===== config.mk =====
export PLATFORM = sky130hd
export DESIGN_NAME = sreg_ques_group
export DESIGN_NICKNAME = d
export VERILOG_FILES = /design/src/rtl/sreg_pkg.sv /design/src/rtl/sreg_cond_sampler.sv /design/src/rtl/sreg_filter_regs.sv /design/src/rtl/sreg_event_latch.sv /design/src/rtl/sreg_ques_group.sv
export SDC_FILE = /design/constraint.sdc
export NUM_CORES = 1
export LEC_CHECK = 0
export ABC_AREA = 1
export BUFFER_PORTS_ARGS = -buffer_cell sky130_fd_sc_hd__buf_2
export CAP_MARGIN = 20
export CELL_PAD_IN_SITES_DETAIL_PLACEMENT = 1
export CELL_PAD_IN_SITES_GLOBAL_PLACEMENT = 1
export CORE_MARGIN = 1.5
export CORE_UTILIZATION = 40
export CTS_BUF_LIST = sky130_fd_sc_hd__clkbuf_2 sky130_fd_sc_hd__clkbuf_4 sky130_fd_sc_hd__clkbuf_8
export DETAILED_ROUTE_END_ITERATION = 7
export PLACE_DENSITY = 0.86
export SETUP_SLACK_MARGIN = 0.15
export SLEW_MARGIN = 20
export SYNTH_ARGS = -nofsm -noshare
export SYNTH_HDL_FRONTEND = slang
export SYNTH_SLANG_ARGS = --single-unit

===== constraint.sdc =====
create_clock -name clk -period 1.8 [get_ports clk]
set_clock_uncertainty 0.1 [all_clocks]
set_input_delay 0.09 -clock clk [delete_from_list [all_inputs] [get_ports clk]]
set_output_delay 0.09 -clock clk [all_outputs]
set_load 0.02 [all_outputs]

===== src/rtl/sreg_pkg.sv =====
package sreg_pkg;
  localparam int SEL_W = 3;

  typedef enum logic [SEL_W-1:0] {
    SEL_COND   = 3'd0,
    SEL_EVENT  = 3'd1,
    SEL_ENABLE = 3'd2,
    SEL_RISE   = 3'd3,
    SEL_FALL   = 3'd4
  } reg_sel_e;
endpackage


===== src/rtl/sreg_cond_sampler.sv =====
module sreg_cond_sampler #(
  parameter int W = 16
) (
  input  logic         clk,
  input  logic         rst,
  input  logic [W-1:0] stat_in,
  output logic [W-1:0] cond_q,
  output logic [W-1:0] prev_q,
  output logic [W-1:0] rise,
  output logic [W-1:0] fall
);
  always_ff @(posedge clk) begin
    if (rst) begin
      cond_q <= '0;
      prev_q <= '0;
    end else begin
      cond_q <= stat_in;
      prev_q <= cond_q;
    end
  end

  // per-bit edge detection against the previous sample
  for (genvar i = 0; i < W; i++) begin : g_edge
    assign rise[i] = cond_q[i] & ~prev_q[i];
    assign fall[i] = ~cond_q[i] & prev_q[i];
  end
endmodule


===== src/rtl/sreg_filter_regs.sv =====
module sreg_filter_regs
  import sreg_pkg::*;
#(
  parameter int W = 16
) (
  input  logic         clk,
  input  logic         rst,
  input  logic         wr_stb,
  input  reg_sel_e     sel,
  input  logic [W-1:0] wr_data,
  input  logic [W-1:0] cond_q,
  output logic [W-1:0] en_q,
  output logic [W-1:0] rise_mask_q,
  output logic [W-1:0] fall_mask_q,
  output logic [W-1:0] wr_set
);
  localparam logic [W-1:0] EN_KEEP = {1'b0, {(W-1){1'b1}}};

  logic wr_en_reg, wr_rise, wr_fall;

  assign wr_en_reg = wr_stb && (sel == SEL_ENABLE);
  assign wr_rise   = wr_stb && (sel == SEL_RISE);
  assign wr_fall   = wr_stb && (sel == SEL_FALL);

  always_ff @(posedge clk) begin
    if (rst) begin
      en_q        <= '0;
      rise_mask_q <= '0;
      fall_mask_q <= '0;
    end else begin
      if (wr_en_reg) en_q        <= wr_data & EN_KEEP;
      if (wr_rise)   rise_mask_q <= wr_data;
      if (wr_fall)   fall_mask_q <= wr_data;
    end
  end

  // newly armed filter bits that already see their level raise an event
  logic [W-1:0] arm_rise, arm_fall;
  assign arm_rise = wr_rise ? (wr_data & ~rise_mask_q & cond_q)  : '0;
  assign arm_fall = wr_fall ? (wr_data & ~fall_mask_q & ~cond_q) : '0;
  assign wr_set   = arm_rise | arm_fall;
endmodule


===== src/rtl/sreg_event_latch.sv =====
module sreg_event_latch #(
  parameter int W = 16
) (
  input  logic         clk,
  input  logic         rst,
  input  logic [W-1:0] set_vec,
  input  logic         clr,
  output logic [W-1:0] evt_q
);
  for (genvar i = 0; i < W; i++) begin : g_bit
    always_ff @(posedge clk) begin
      if (rst)             evt_q[i] <= 1'b0;
      else if (set_vec[i]) evt_q[i] <= 1'b1;
      else if (clr)        evt_q[i] <= 1'b0;
    end
  end
endmodule


===== src/rtl/sreg_ques_group.sv =====
module sreg_ques_group
  import sreg_pkg::*;
#(
  parameter int W = 16
) (
  input  logic             clk,
  input  logic             rst,
  input  logic [W-1:0]     stat_in,
  input  logic [SEL_W-1:0] reg_sel,
  input  logic             wr_stb,
  input  logic [W-1:0]     wr_data,
  input  logic             rd_stb,
  input  logic             clr_all,
  output logic [W-1:0]     rd_data,
  output logic             summary
);
  reg_sel_e     sel;
  logic [W-1:0] cond_q, prev_q, rise, fall;
  logic [W-1:0] en_q, rise_mask_q, fall_mask_q, wr_set;
  logic [W-1:0] set_vec, evt_q;
  logic         evt_clr;

  assign sel = reg_sel_e'(reg_sel);

  sreg_cond_sampler #(.W(W)) u_sampler (
    .clk    (clk),
    .rst    (rst),
    .stat_in(stat_in),
    .cond_q (cond_q),
    .prev_q (prev_q),
    .rise   (rise),
    .fall   (fall)
  );

  sreg_filter_regs #(.W(W)) u_filters (
    .clk        (clk),
    .rst        (rst),
    .wr_stb     (wr_stb),
    .sel        (sel),
    .wr_data    (wr_data),
    .cond_q     (cond_q),
    .en_q       (en_q),
    .rise_mask_q(rise_mask_q),
    .fall_mask_q(fall_mask_q),
    .wr_set     (wr_set)
  );

  assign set_vec = (rise & rise_mask_q) | (fall & fall_mask_q) | wr_set;
  assign evt_clr = clr_all || (rd_stb && (sel == SEL_EVENT));

  sreg_event_latch #(.W(W)) u_events (
    .clk    (clk),
    .rst    (rst),
    .set_vec(set_vec),
    .clr    (evt_clr),
    .evt_q  (evt_q)
  );

  logic [W-1:0] rd_mux;
  always_comb begin
    case (sel)
      SEL_COND:   rd_mux = cond_q;
      SEL_EVENT:  rd_mux = evt_q;
      SEL_ENABLE: rd_mux = en_q;
      SEL_RISE:   rd_mux = rise_mask_q;
      SEL_FALL:   rd_mux = fall_mask_q;
      default:    rd_mux = '0;
    endcase
  end

  always_ff @(posedge clk) begin
    if (rst) begin
      rd_data <= '0;
      summary <= 1'b0;
    end else begin
      if (rd_stb) rd_data <= rd_mux;
      summary <= |(evt_q & en_q);
    end
  end
endmodule


Word level (Yosys, flattened, before mapping)

Cells that the tools add are included.

Bitwise logic cells: 77
Reductions and logical operators: 23
Equal/unequal tests: 4
Multiplexer cells: 20

Operators with widths:

| cell                                                | count |
|---|---|
| AND 16 bit                                          | 6 |
| case mux 16 bit (5 select lines)                    | 1 |
| inverter 16 bit                                     | 3 |
| bitwise OR 16 bit                                   | 3 |
| AND 1 bit                                           | 32 |
| 2-to-1 mux 16 bit                                   | 2 |
| inverter 1 bit                                      | 32 |
| nonzero test 2 bit                                  | 16 |
| 2-to-1 mux 1 bit                                    | 17 |
| AND 16 x 15 -> 16 bit                               | 1 |
| OR reduction 16 bit                                 | 1 |
| equality test 3 x 2 -> 1 bit, second input constant | 2 |
| logical AND 1 bit                                   | 4 |
| equality test 3 x 1 -> 1 bit, second input constant | 1 |
| equality test 3 bit, second input constant          | 1 |
| zero test 3 bit                                     | 1 |
| logical OR 1 bit                                    | 1 |

Output and inout port bits: 17
Bits of input ports: 40
Register bits: 112

Logic depth before layout (Yosys ltp)

Depth after elaboration: 7
Depth in mapped cells: 10
Mapped depth without buffers: 9

Cells and area by module

Synthesis repeated with hierarchy kept, for this count alone.

Cell total of the unflattened synthesis: 811
Area total of the unflattened synthesis: 5816.8 sq um

Modules (own cells, without submodules):

| module            | area an instance (sq um) | instances | cells an instance |
|---|---|---|---|
| sreg_filter_regs  | 2413.6                   | 1         | 319 |
| sreg_ques_group   | 1750.4                   | 1         | 277 |
| sreg_cond_sampler | 1094.8                   | 1         | 147 |
| sreg_event_latch  | 558.0                    | 1         | 68 |

Least setup slack after synthesis

OpenSTA, ideal clock, no wires.

Path type: input to register
From: in reg_sel[0]
To: reg u_filters.fall_mask_q[7]
Path slack: 0.665 ns
Setup time: 0.132 ns
Data required time: 1.568 ns
Path buffers: 2
Arrival time: 0.902 ns
Stages: 8
Path through: buf_4 nor2_4 nand2_1 nor2_2 inv_2 buf_2 nand2_1 a21oi_1

Word-level cells in the longest chain between the ends: 2

Ends and longest elaborated chain:

| item                 | line                   | source |
|---|---|---|
| start, declared      | sreg_ques_group.sv:9   | `input logic [SEL_W-1:0] reg_sel,` |
| equality test 3 bit  | sreg_filter_regs.sv:23 | `assign wr_fall = wr_stb && (sel == SEL_FALL);` |
| logical AND 1 bit    | sreg_filter_regs.sv:23 |  |
| end signal, assigned | sreg_filter_regs.sv:33 | `if (wr_fall) fall_mask_q <= wr_data;` |
| end, declared        | sreg_filter_regs.sv:14 | `output logic [W-1:0] fall_mask_q,` |

No other way between the ends.
A chain may end at the register's enable or synchronous reset.

Final worst setup path

From: in rd_stb
To: reg u_events.evt_q[13]

Word-level cells in the longest chain between the ends: 3

Ends and longest elaborated chain:

| item                                | line                   | source |
|---|---|---|
| start, declared                     | sreg_ques_group.sv:12  | `input logic rd_stb,` |
| logical AND 1 bit                   | sreg_ques_group.sv:49  | `assign evt_clr = clr_all \|\| (rd_stb && (sel == SEL_EVENT));` |
| logical OR 1 bit                    | sreg_ques_group.sv:49  |  |
| nonzero test 2 bit (no source line) | n/a                    |  |
| end signal, assigned by index       | sreg_event_latch.sv:12 | `if (rst) evt_q[i] <= 1'b0;` |
| end signal, assigned by index       | sreg_event_latch.sv:13 | `else if (set_vec[i]) evt_q[i] <= 1'b1;` |
| end signal, assigned by index       | sreg_event_latch.sv:14 | `else if (clr) evt_q[i] <= 1'b0;` |
| end, declared                       | sreg_event_latch.sv:8  | `output logic [W-1:0] evt_q` |

No other way between the ends.

==> impl_metrics.yaml <==
setup_path:
  maximum_fanout_encountered_on_the_critical_timing_path: 12
  crit_type: "input port to register"
  worst_path_max_delay_cell: "sky130_fd_sc_hd__dlygate4sd3_1"
  worstSetupStartpointType: "input port"
  timing.rr.start: "u_sampler.cond_q[0]"
  rrSetupSlack_ns: 0.64
  worst_path_cell_trace: "dlygate4sd3_1, buf_2, nand2_1, nand3_1, nand3_1, nand2_1, inv_1"
  worst-path-buf-inv: 3
  required_worst_endpoint_ns: 1.99
  critical_path.endpoint_type: "register"
  endpoint_of_the_most_critical_register_to_register_path: "u_events.evt_q[0]"
  cpPeakStageDelay_ns: 0.52
  timing.critical_path.arrival_ns: 1.66
  number_of_cells_on_the_worst_reg_to_reg_path: 6
  cpLargestDelayFamily: "buffers and inverters"
die:
  dieWidth_um: 117.1
  core-area_mm2: 0.01267
  floorplan.initialDensity_pct: 41.07
  rows: 41
  dieArea_mm2: 0.01370
  dieHeight_um: 117.1
  ioPinCount: 57
clock_network:
  cts_inserted_buffers: 9
  cts_htree_levels: 3
  clkSinkCount: 112
  cts.root.buffer_cell: "sky130_fd_sc_hd__clkbuf_8"
  clock_latency_ns: 0.39
  ctsHoldBuffers: 35
  longest_clk_path_bufs: 2
  cts_setup_buffers: 0
  cts.repair.resized: 0
  tritoncts: "done"
  clk_transition_reported_paths_ns: 0.10
timing:
  hold_violations: 0
  slew_headroom_pct: 61.20
  worst_pin_slew_ns: 0.5813
  post-route-min-period_ns: 1.463
  fmax_mhz: 683.6
  setup_viol: 0
  setup_tns_ns: 0
  period_share_pct: 81.27
  rsz0062_at_grt: "no"
  setup_ws_ns: 0.3372
  finalMaxSlewViolations: 0
grt:
  overflow: 0
  groute.usage.overall_pct: 25.69
  grt_max_degree: 35
  wire_length_of_the_first_global_routing_pass_mm: 26.90
  first_global_vias: 5321
  antenna_found_initial: 0
status:
  run_status: "finished, final reports clean"
route:
  routed_via_density: 5.172
  dr.pass1.iters: 5
  detailroute.via_count: 5451
  initialDrtViolationCount: 266
  routed_wire_length_per_instance_um: 15.83
  drcViolationCount: 0
  final_antenna_net_count: 0
  detail_route.wirelength_mm: 16.68
yosys:
  synth.distinct_cells: 18
  synth_largest_area_cell: "sky130_fd_sc_hd__dfxtp_1"
  post_synthesis_cells: 797
  synth.top_cell.area_share_pct: 43.09
  ys_warn_count: 0
  synth.area.top_cells: "sky130_fd_sc_hd__dfxtp_1, sky130_fd_sc_hd__nand2_1, sky130_fd_sc_hd__inv_1, sky130_fd_sc_hd__nand3_1, sky130_fd_sc_hd__a21oi_1"
  synth_most_common_cell: "sky130_fd_sc_hd__nand2_1"
  synth_fp_nets: 837
  syn_avg_cell_area_um2: 6.529
  ys_seq_area_share_pct: 43.09
  synth_enable_flop_cells: 0
  synthTopCellsByCount: "sky130_fd_sc_hd__nand2_1, sky130_fd_sc_hd__dfxtp_1, sky130_fd_sc_hd__inv_1"
  syn_area_mm2: 0.005204
  yosys_reg_bits: 112
  synthFlopType: "sky130_fd_sc_hd__dfxtp_1"
  ys_async_rst_share_pct: 0
placed_design:
  placement.io_buffers: 56
  place_ws_ns: 0.1759
  dp_hpwl_mm: 11.52
  place_congestion: 0.7910
final_layout:
  nNetsFinal: 918
  insertedDiodeCount: 0
  area.growth.synth_to_final_pct: 20.13
  drive_gt1_share_pct: 11.56
  fillCellCount: 1722
hold_path:
  hp-start: "rst"
  min_delay_path_depth: 3
  min-delay-path-class: "input port to register"
  worstHoldEndpoint: "u_sampler.prev_q[1]"
power:
  vdd.ir_drop.worst_mv: 0.4422
  power.leakage_nw: 2.857
  power.density_cell_area_mw_per_mm2: 776.4
job:
  timing.max_cap.violations: 0
per-layer routing:
layer | vias up | wire length, um | global-route usage, %
met5 | - | 0 | 0
met4 | 0 | 299 | 7.791
met3 | 29 | 958 | 5.201
met2 | 153 | 7894 | 43.08
met1 | 2588 | 7527 | 33.47
li1 | 2681 | - | -
state kept, by name, indices dropped and copies added, names as in the netlist:
register,cells
u_filters.fall_mask_q,16
rd_data,16
summary,1
u_filters.en_q,15
u_filters.rise_mask_q,16
u_events.evt_q,16
u_sampler.cond_q,16
u_sampler.prev_q,16
worst reg2reg max path, cell delays in order, from the launching register on:
cell,delay [ns]
sky130_fd_sc_hd__dfxtp_1,0.40
sky130_fd_sc_hd__inv_1,0.10
sky130_fd_sc_hd__nor3_1,0.19
sky130_fd_sc_hd__nand2_1,0.07
sky130_fd_sc_hd__nand2_1,0.07
sky130_fd_sc_hd__nor2_1,0.05
sky130_fd_sc_hd__a21oi_1,0.11
layout by cell type, fill, tap and decap left out, drive strengths merged, types with 25 or more instances in the layout:
master         n
nand4         25
nor2          87
o21ai         34
buf           79
nand3         83
a21oi         81
nand2        203
dlygate4sd3   35
dfxtp        112
inv          116
per-stage QoR:
step,utilization [%],instances,hold slack (ns),power [W],cell area [um^2]
floorplan,-,797,0.09697,0.002942,5204
global placement,44.80,1004,0.1918,0.003121,5677
detailed placement,44.80,1004,0.1994,0.003140,5677
CTS,49.33,1054,0.09122,0.004885,6251
global route,49.33,1054,0.1317,0.005050,6251
finish,49.33,1054,0.1113,0.004853,6251
cells by family after synthesis:
| family | share of synthesized area [%] |
|---|---|
| simple gates | 33.35 |
| flops | 43.09 |
| buf+inv | 12.36 |
| compound gates | 11.20 |
worst max path at each step:
stage,depth (start not counted),start,end
5_1_grt,7,rd_stb,u_events.evt_q[10]
6_report,7,rd_stb,u_events.evt_q[13]
3_3_place_gp,9,reg_sel[1],u_events.evt_q[11]
4_1_cts,7,rd_stb,u_events.evt_q[13]
3_5_place_dp,9,reg_sel[1],u_events.evt_q[6]
2_1_floorplan,8,reg_sel[0],u_filters.fall_mask_q[7]
report_power, final:
group          internal [W]  switching [W]  total [W]
clock              0.000867       0.000838    0.00170
combinational      0.000199       0.000333   0.000532
sequential          0.00255      0.0000631    0.00262
cell type report:
| cell class | instances | area [um^2] | share of cell area, % |
|---|---|---|---|
| Sequential cell | 112 | 2242 | 35.87 |
| Multi-Input combinational cell | 525 | 2318 | 37.09 |
| Timing Repair Buffer | 114 | 815.8 | 13.05 |
| Clock buffer | 12 | 158.9 | 2.542 |
| Clock inverter | 3 | 65.06 | 1.041 |
| Inverter | 116 | 435.4 | 6.966 |
| Tap cell | 172 | 215.2 | 3.443 |
Note: power is estimated with default switching activity, not from simulation.
